`src/rtl/crg_pkg.sv`:
```
package crg_pkg;
  localparam int ADDR_W  = 3;
  localparam int DATA_W  = 16;
  localparam int DIV_W   = 7;
  localparam int PRE_W   = 5;
  localparam int EXT_W   = 4;
  localparam int DIV_MIN = 4;

  localparam logic [ADDR_W-1:0] ADDR_RUN  = 3'b100;
  localparam logic [ADDR_W-1:0] ADDR_RATE = 3'b010;
  localparam logic [ADDR_W-1:0] ADDR_STAT = 3'b110;

  localparam int BIT_IN_EN   = 14;
  localparam int BIT_OUT_EN  = 15;
  localparam int BIT_INT_SEL = 7;
  localparam int BIT_USE_EXT = 8;
  localparam int BIT_EXT_LO  = 9;
  localparam int BIT_UND_CLR = 0;
endpackage

```
`src/rtl/crg_src_sel.sv`:
```
module crg_src_sel #(
  parameter int EXT_W = 4
) (
  input  logic             clk,
  input  logic             rst_n,
  input  logic             tick_int0,
  input  logic             tick_int1,
  input  logic             tick_ext,
  input  logic             use_ext,
  input  logic             int_sel,
  input  logic [EXT_W-1:0] ext_pre,
  output logic             src_tick
);
  logic [EXT_W-1:0] ecnt_q, ecnt_d;
  logic             ext_wrap;

  assign ext_wrap = tick_ext && (ecnt_q == ext_pre);

  always_comb begin
    ecnt_d = ecnt_q;
    if (tick_ext) ecnt_d = ext_wrap ? '0 : ecnt_q + 1'b1;
  end

  always_ff @(posedge clk or negedge rst_n) begin
    if (!rst_n) ecnt_q <= '0;
    else        ecnt_q <= ecnt_d;
  end

  assign src_tick = use_ext ? ext_wrap : (int_sel ? tick_int1 : tick_int0);
endmodule

```
`src/rtl/crg_arm_ctrl.sv`:
```
module crg_arm_ctrl (
  input  logic clk,
  input  logic rst_n,
  input  logic wr_run,
  input  logic wr_on,
  input  logic fsync,
  output logic start,
  output logic count_en,
  output logic running
);
  logic fs_q, pend_v_q, pend_on_q, run_q;
  logic pend_v_d, pend_on_d, run_d, rise, stop;

  assign rise  = fsync && !fs_q;
  assign start = rise && pend_v_q && pend_on_q && !run_q;
  assign stop  = rise && pend_v_q && !pend_on_q;

  always_comb begin
    pend_v_d  = pend_v_q;
    pend_on_d = pend_on_q;
    run_d     = run_q;
    if (rise) pend_v_d = 1'b0;
    if (wr_run) begin
      pend_v_d  = 1'b1;
      pend_on_d = wr_on;
    end
    if (start)     run_d = 1'b1;
    else if (stop) run_d = 1'b0;
  end

  always_ff @(posedge clk or negedge rst_n) begin
    if (!rst_n) begin
      fs_q      <= 1'b0;
      pend_v_q  <= 1'b0;
      pend_on_q <= 1'b0;
      run_q     <= 1'b0;
    end else begin
      fs_q      <= fsync;
      pend_v_q  <= pend_v_d;
      pend_on_q <= pend_on_d;
      run_q     <= run_d;
    end
  end

  assign count_en = run_q && !stop;
  assign running  = run_q;
endmodule

```
`src/rtl/crg_rate_div.sv`:
```
module crg_rate_div #(
  parameter int DIV_W   = 7,
  parameter int PRE_W   = 5,
  parameter int DIV_MIN = 4
) (
  input  logic             clk,
  input  logic             rst_n,
  input  logic             start,
  input  logic             count_en,
  input  logic             running,
  input  logic             src_tick,
  input  logic [DIV_W-1:0] div_cfg,
  output logic             xfer_strobe,
  output logic             sample_clk
);
  localparam int PH_W = DIV_W + PRE_W;

  logic [PRE_W-1:0] presc_q, presc_d;
  logic [DIV_W-1:0] cnt_q, cnt_d, act_q, act_d, div_eff, done;
  logic             stb_q, stb_d, ptick;
  logic [PH_W-1:0]  elapsed, half;

  assign div_eff = (div_cfg < DIV_W'(DIV_MIN)) ? DIV_W'(DIV_MIN) : div_cfg;
  assign ptick   = count_en && src_tick && (presc_q == {PRE_W{1'b1}});

  always_comb begin
    presc_d = presc_q;
    cnt_d   = cnt_q;
    act_d   = act_q;
    stb_d   = 1'b0;
    if (start) begin
      presc_d = '0;
      cnt_d   = div_eff - 1'b1;
      act_d   = div_eff;
      stb_d   = 1'b1;
    end else if (count_en && src_tick) begin
      presc_d = presc_q + 1'b1;
      if (ptick) begin
        if (cnt_q == '0) begin
          cnt_d = div_eff - 1'b1;
          act_d = div_eff;
          stb_d = 1'b1;
        end else begin
          cnt_d = cnt_q - 1'b1;
        end
      end
    end
  end

  always_ff @(posedge clk or negedge rst_n) begin
    if (!rst_n) begin
      presc_q <= '0;
      cnt_q   <= '0;
      act_q   <= DIV_W'(DIV_MIN);
      stb_q   <= 1'b0;
    end else begin
      presc_q <= presc_d;
      cnt_q   <= cnt_d;
      act_q   <= act_d;
      stb_q   <= stb_d;
    end
  end

  assign done        = act_q - 1'b1 - cnt_q;
  assign elapsed     = {done, presc_q};
  assign half        = {1'b0, act_q, {(PRE_W-1){1'b0}}};
  assign sample_clk  = running && (elapsed < half);
  assign xfer_strobe = stb_q;
endmodule

```
`src/rtl/codec_rate_gen.sv`:
```
module codec_rate_gen
  import crg_pkg::*;
(
  input  logic              clk,
  input  logic              rst_n,
  input  logic              cfg_we,
  input  logic [ADDR_W-1:0] cfg_addr,
  input  logic [DATA_W-1:0] cfg_wdata,
  input  logic              fsync,
  input  logic              tick_int0,
  input  logic              tick_int1,
  input  logic              tick_ext,
  input  logic              fifo_empty,
  output logic              sample_clk,
  output logic              xfer_strobe,
  output logic              running,
  output logic              underrun
);
  logic             wr_run, wr_rate, wr_stat, wr_on;
  logic [DIV_W-1:0] div_q, div_d;
  logic             isel_q, isel_d, uext_q, uext_d, und_q, und_d;
  logic [EXT_W-1:0] pre_q, pre_d;
  logic             src_tick, start, count_en;

  assign wr_run  = cfg_we && (cfg_addr == ADDR_RUN);
  assign wr_rate = cfg_we && (cfg_addr == ADDR_RATE);
  assign wr_stat = cfg_we && (cfg_addr == ADDR_STAT);
  assign wr_on   = cfg_wdata[BIT_IN_EN] || cfg_wdata[BIT_OUT_EN];

  always_comb begin
    div_d  = div_q;
    isel_d = isel_q;
    uext_d = uext_q;
    pre_d  = pre_q;
    und_d  = und_q;
    if (wr_rate) begin
      div_d  = cfg_wdata[DIV_W-1:0];
      isel_d = cfg_wdata[BIT_INT_SEL];
      uext_d = cfg_wdata[BIT_USE_EXT];
      pre_d  = cfg_wdata[BIT_EXT_LO +: EXT_W];
    end
    if (xfer_strobe && fifo_empty)         und_d = 1'b1;
    else if (wr_stat && cfg_wdata[BIT_UND_CLR]) und_d = 1'b0;
  end

  always_ff @(posedge clk or negedge rst_n) begin
    if (!rst_n) begin
      div_q  <= DIV_W'(DIV_MIN);
      isel_q <= 1'b0;
      uext_q <= 1'b0;
      pre_q  <= '0;
      und_q  <= 1'b0;
    end else begin
      div_q  <= div_d;
      isel_q <= isel_d;
      uext_q <= uext_d;
      pre_q  <= pre_d;
      und_q  <= und_d;
    end
  end

  crg_src_sel #(.EXT_W(EXT_W)) u_src (
    .clk(clk), .rst_n(rst_n), .tick_int0(tick_int0), .tick_int1(tick_int1),
    .tick_ext(tick_ext), .use_ext(uext_q), .int_sel(isel_q), .ext_pre(pre_q),
    .src_tick(src_tick)
  );

  crg_arm_ctrl u_arm (
    .clk(clk), .rst_n(rst_n), .wr_run(wr_run), .wr_on(wr_on), .fsync(fsync),
    .start(start), .count_en(count_en), .running(running)
  );

  crg_rate_div #(.DIV_W(DIV_W), .PRE_W(PRE_W), .DIV_MIN(DIV_MIN)) u_div (
    .clk(clk), .rst_n(rst_n), .start(start), .count_en(count_en),
    .running(running), .src_tick(src_tick), .div_cfg(div_q),
    .xfer_strobe(xfer_strobe), .sample_clk(sample_clk)
  );

  assign underrun = und_q;
endmodule

```
`config.mk`:
```
export PLATFORM = sky130hd
export DESIGN_NAME = codec_rate_gen
export DESIGN_NICKNAME = d
export VERILOG_FILES = /design/src/rtl/crg_pkg.sv /design/src/rtl/crg_src_sel.sv /design/src/rtl/crg_arm_ctrl.sv /design/src/rtl/crg_rate_div.sv /design/src/rtl/codec_rate_gen.sv
export SDC_FILE = /design/constraint.sdc
export NUM_CORES = 1
export LEC_CHECK = 0
export ABC_CLOCK_PERIOD_IN_PS = 3400
export BUFFER_PORTS_ARGS = -buffer_cell sky130_fd_sc_hd__buf_2
export CELL_PAD_IN_SITES_DETAIL_PLACEMENT = 1
export CELL_PAD_IN_SITES_GLOBAL_PLACEMENT = 2
export CORE_MARGIN = 2
export CORE_UTILIZATION = 38
export CTS_BUF_LIST = sky130_fd_sc_hd__clkbuf_8
export CTS_CLUSTER_SIZE = 20
export DETAILED_ROUTE_END_ITERATION = 8
export GPL_ROUTABILITY_DRIVEN = 1
export PLACE_DENSITY = 0.81
export REMOVE_ABC_BUFFERS = 1
export SETUP_SLACK_MARGIN = 0.02
export SYNTH_ARGS = -nofsm -noshare
export SYNTH_HDL_FRONTEND = slang
export SYNTH_SLANG_ARGS = --single-unit
```
`constraint.sdc`:
```
create_clock -name clk -period 3.4 [get_ports clk]
set_clock_uncertainty 0.1 [all_clocks]
set_input_delay 0.51 -clock clk [delete_from_list [all_inputs] [get_ports clk]]
set_output_delay 0.51 -clock clk [all_outputs]
set_load 0.02 [all_outputs]
```
Yosys cells after proc, flatten, opt, wreduce, memory -nomap -nowiden
Cells that the tools add are included.
- register bits after elaboration: 42
- bits of input ports: 27
- logic and storage cells: 80
- muxes and demuxes: 24
- eq/ne operators: 5
- reduce and logical (&&, ||, !) cells: 29
- $add $sub $neg: 6
- magnitude comparators: 2
- operators with widths (kind ; number):
    2-to-1 mux 7 bit ; 9
    subtractor 7 x 1 -> 7 bit, second input constant ; 3
    logical AND 1 bit ; 15
    < comparator 12 x 11 -> 1 bit ; 1
    2-to-1 mux 1 bit ; 12
    nonzero test 2 bit ; 6
    2-to-1 mux 5 bit ; 2
    logical NOT 7 bit ; 1
    < comparator 7 x 3 -> 1 bit, second input constant ; 1
    subtractor 7 bit ; 1
    == test 3 bit, second input constant ; 2
    adder 5 x 1 -> 5 bit, second input constant ; 1
    == test 5 bit, second input constant ; 1
    adder 4 x 1 -> 4 bit, second input constant ; 1
    == test 4 bit ; 1
    logical NOT 1 bit ; 4
    2-to-1 mux 4 bit ; 1
    == test 3 x 2 -> 1 bit, second input constant ; 1
    AND reduction 3 bit ; 1
    AND reduction 2 bit ; 1
    logical OR 1 bit ; 1

Longest topological paths before layout
- word-level depth: 11
- depth in mapped cells: 13
- mapped depth without buffers: 13

Modules after synthesis
A second synthesis with hierarchy kept.
- cells, all modules: 232
- area, all modules: 2532.4 um2
- modules (own cells, without submodules) (module ; sequential area each (um2) ; area each (um2) ; times used ; cells each):
    crg_rate_div ; 501.7 ; 1477.7 ; 1 ; 161
    codec_rate_gen ; 351.6 ; 611.8 ; 1 ; 35
    crg_src_sel ; 100.1 ; 267.8 ; 1 ; 25
    crg_arm_ctrl ; 100.1 ; 175.2 ; 1 ; 11

Worst setup path before layout
Ideal clock, no wire load.
- path kind: register to output
- from: register u_div.cnt_q[0]
- to: output sample_clk
- cell stages (with the launch flop): 14
- arrival: 3.149 ns
- slack: -0.359 ns
- buffers on the path: 0
- path through: dfrtp_1 inv_1 ha_1 inv_1 fa_1 inv_1 a21oi_1 o21ai_0 xor2_1 ha_1 nor2b_1 o21ai_0 nand4b_1 a2111oi_0
- cells in the longest elaborated chain, start to end: 3
- RTL lines (element ; RTL line ; text):
    start: declaration ; crg_rate_div.sv:19 ; logic [DIV_W-1:0] cnt_q, cnt_d, act_q, act_d, div_eff, done;
    start signal: assignment ; crg_rate_div.sv:58 ; cnt_q <= cnt_d;
    subtractor 7 bit ; crg_rate_div.sv:64 ; assign done = act_q - 1'b1 - cnt_q;
    < comparator 12 x 11 -> 1 bit ; crg_rate_div.sv:67 ; assign sample_clk = running && (elapsed < half);
    logical AND 1 bit ; crg_rate_div.sv:67 ;
    end: declaration ; codec_rate_gen.sv:14 ; output logic sample_clk,
No other way between the ends.

Worst setup path in the final report
- from: register u_div.cnt_q[1]
- to: output sample_clk
Same word-level chain as after synthesis.

==> results.cfg <==
[outcome]
outcome = completed

[cells_and_area]
final.fill_count = 731
finalNonFillerCells = 353
finish.net_count = 320
ff_latch_area_um2 = 1050
multiInputGateArea_um2 = 1320
drive_above_1_share = 0.275
flow.area_growth_from_synthesis_pct = 15.9
antenna-diode-count = 0

[route]
route.detailed.wl_per_inst_um = 15.1
routed-via-count = 1825
detailedRoute.firstPassIterationCount = 3
detail_route.iter0.violations = 51
final_antenna_net_count = 0
post_detailed_route_drc_marker_count = 0
routed_wirelength_um = 5340
post_drt_via_cell_ratio = 5.17

[placed_design]
globalplace.congestion = 0.825
io_buffer_count = 29
placed_cells_incl_taps = 343
dp_worst_setup_slack_ns = 0.0819
place.detailed.hpwl_um = 4140

[pwr]
seqPwrFrac = 0.346
switching_portion_of_total_power = 0.403
vdd.ir_drop.worst_mv = 0.481
powerDensity_nw_per_um2 = 838
p_int_mw = 1.42
total_net_switching_power_mw = 0.958
power.combinational.fraction = 0.517
leakagePower_nw = 1.37
share_clk_of_total_power = 0.137

[synth]
ys_seq_elements = 42
post_synth_instance_area_um2 = 2450
ys_seq_area_frac = 0.430
post_synth.cell_area_avg_um2 = 10.3
synth_enable_flop_cells = 0
synth_top_flop_cell = sky130_fd_sc_hd__dfrtp_1
synth-async-reset-ratio = 1.00
number_of_distinct_standard_cells_referenced_by_the_synthesized_netlist = 55
post_synth_inst_count = 238
synth-warning-count = 0

[worst_setup_path]
cp_data_arrival_time_ns = 2.71
regToRegSetupSlack_ns = 1.08
worst_ep_required_time_ns = 2.79
critical_path.max_fanout = 2
timing.setup.critical_path_class = reg -> out
timing.critical_path.to_type = primary output
setup.worst_path.start_class = register

[sta]
setup_tns_ns = 0
layout_worst_path_cycle_share = 0.976
fin_ws_ns = 0.0806
maxSlewViolCount = 0
timing.slew.headroom = 0.363
final_layout_worst_hold_slack_ns = 0.260
rsz0062_at_grt = yes
finalHoldViolCount = 0
post-route-min-period_ns = 3.32
worst_max_slew_pin_slew_ns = 0.955
setup_viol_count_final = 0
timing.fmax_mhz = 301

[global_route]
antenna_found_initial = 0
grt_util_all_layers = 0.162
globalRoute.totalOverflow = 0
grt_pass1_vias = 1939
grt_pass1_wl_um = 9250
grt_max_degree = 43

[floorplanning]
die-width_um = 84.3
die-area_um2 = 7110
core.rowCount = 29
core_area_um2 = 6280
floorplan.io_pins = 31
fp.dieH_um = 84.3
start_util = 0.390

[cts]
worst_setup_hold_path_clk_slew_ns = 0.08
cts.root.buffer_cell = sky130_fd_sc_hd__clkbuf_8
cts_htree_levels = 2
clkLatencyLatePin_ns = 0.29
numCtsBuffers = 5
cts_tree = yes
ctsLongestPathBuffers = 2
tritoncts_num_sinks = 42

[job]
max-cap-violations = 0

[worst_hold_path]
holdCritPathClass = in -> reg
## metrics by stage
| stage | cell area (um^2) | util | total power, mW |
|---|---|---|---|
| floorplan | 2420 | - | 1.65 |
| finish | 2840 | 0.452 | 2.38 |
| CTS | 2820 | 0.449 | 2.33 |
| global route | 2840 | 0.452 | 2.61 |
| detailed placement | 2690 | 0.429 | 1.94 |
| global placement | 2690 | 0.429 | 1.90 |
## routing by layer
metal | up-vias | GRT usage | routed length, um
li1 | 918 | - | -
met1 | 874 | 0.215 | 2610
met2 | 29 | 0.270 | 2520
met3 | 4 | 0.0315 | 146
met4 | 0 | 0.0499 | 61
met5 | - | 0 | 0
## final timing paths
kind | from | end | cells past startpoint
setup / recovery | u_div.cnt_q[1] | sample_clk | 12
hold / removal | fsync | u_arm.fs_q | 1
setup reg to reg | u_src.ecnt_q[0] | u_div.act_q[0] | 7
hold reg to reg | u_arm.pend_v_q | u_arm.pend_v_q | 1
max in group asynchronous | rst_n | u_div.presc_q[3] | 1
min in group asynchronous | rst_n | u_arm.fs_q | 1
## cells in the final DEF, fill, tap and decap left out, types with 3 or more instances in the layout
master and n:
sky130_fd_sc_hd__a21o_1 5, sky130_fd_sc_hd__a21oi_1 8, sky130_fd_sc_hd__a21oi_2 3, sky130_fd_sc_hd__buf_2 29
sky130_fd_sc_hd__buf_4 6, sky130_fd_sc_hd__clkbuf_8 6, sky130_fd_sc_hd__dfrtp_1 40, sky130_fd_sc_hd__ha_1 16
sky130_fd_sc_hd__inv_1 21, sky130_fd_sc_hd__inv_2 4, sky130_fd_sc_hd__mux2_2 14, sky130_fd_sc_hd__mux2i_1 8
sky130_fd_sc_hd__nand2_1 14, sky130_fd_sc_hd__nand2b_1 3, sky130_fd_sc_hd__nand4_1 3, sky130_fd_sc_hd__nor2_1 17
sky130_fd_sc_hd__nor3_1 6, sky130_fd_sc_hd__o21ai_0 6, sky130_fd_sc_hd__xnor2_1 7, sky130_fd_sc_hd__xor2_1 8
## synth_stat cells (3+ instances only)
master	n	area share
sky130_fd_sc_hd__xnor2_1	7	0.025
sky130_fd_sc_hd__a21o_1	5	0.015
sky130_fd_sc_hd__nor3_1	6	0.012
sky130_fd_sc_hd__ha_1	17	0.087
sky130_fd_sc_hd__o21ai_0	8	0.016
sky130_fd_sc_hd__clkbuf_1	3	0.0046
sky130_fd_sc_hd__nand4_1	3	0.0077
sky130_fd_sc_hd__dfrtp_1	40	0.41
sky130_fd_sc_hd__xor2_1	8	0.029
sky130_fd_sc_hd__inv_1	22	0.034
sky130_fd_sc_hd__nor2_1	17	0.026
sky130_fd_sc_hd__mux2i_1	8	0.033
sky130_fd_sc_hd__mux2_2	14	0.064
sky130_fd_sc_hd__nand2b_1	3	0.0077
sky130_fd_sc_hd__nor2b_1	3	0.0077
sky130_fd_sc_hd__a21oi_1	10	0.020
sky130_fd_sc_hd__nand2_1	14	0.021
## cell type report
| class | instances | area share |
|---|---|---|
| timing repair buffer | 35 | 0.0670 |
| sequential | 42 | 0.371 |
| clock inverter | 2 | 0.00264 |
| inverter | 23 | 0.0304 |
| tap | 77 | 0.0339 |
| multi-input combinational | 168 | 0.466 |
| clock buffer | 6 | 0.0291 |
## critical path, stage by stage, from the launching register on
cell and delay, ns:
sky130_fd_sc_hd__dfrtp_1 0.39, sky130_fd_sc_hd__inv_1 0.09, sky130_fd_sc_hd__ha_1 0.23, sky130_fd_sc_hd__a21o_1 0.19, sky130_fd_sc_hd__a21oi_2 0.15, sky130_fd_sc_hd__xnor2_1 0.15, sky130_fd_sc_hd__ha_1 0.27, sky130_fd_sc_hd__a21oi_1 0.26
sky130_fd_sc_hd__nor2b_4 0.06, sky130_fd_sc_hd__o21ai_1 0.11, sky130_fd_sc_hd__nand4b_1 0.11, sky130_fd_sc_hd__a2111oi_2 0.20, sky130_fd_sc_hd__buf_2 0.22
## kinds of logic (layout without fill, tap and decap cells)
| group | count (synthesis) | in the layout | synth area share |
|---|---|---|---|
| flops | 42 | 42 | 0.430 |
| simple gates | 69 | 69 | 0.153 |
| xor+xnor | 15 | 15 | 0.0536 |
| buf+inv | 28 | 66 | 0.0465 |
| fa+ha+maj | 18 | 18 | 0.0950 |
| mux | 23 | 23 | 0.102 |
| compound gates | 43 | 43 | 0.121 |
## sequential cells by signal (all words and copies together), names as in the netlist, 4 cells and up
register and cells:
u_div.presc_q 5, u_div.cnt_q 7, pre_q 4, u_div.act_q 7, u_src.ecnt_q 4, div_q 7
## power groups by stage
stage                     Combinational [mW]  Sequential, mW  Clock, mW
final                                   1.23           0.824      0.326
after floorplan                        0.844           0.802          0
after global placement                  1.07           0.828          0
after CTS                               1.17           0.826      0.338
after global routing                    1.41           0.850      0.358
after detailed placement                1.11           0.836          0
## timing repair
| item | in CTS | in global routing |
|---|---|---|
| pin swaps | 7 | 8 |
| setup endpoints to repair | 1 | 1 |
| setup buffers | 2 | 0 |
| resized for setup | 9 | 6 |
| hold buffers | 0 | 0 |
No activity file was read; power rests on OpenSTA's default activity.
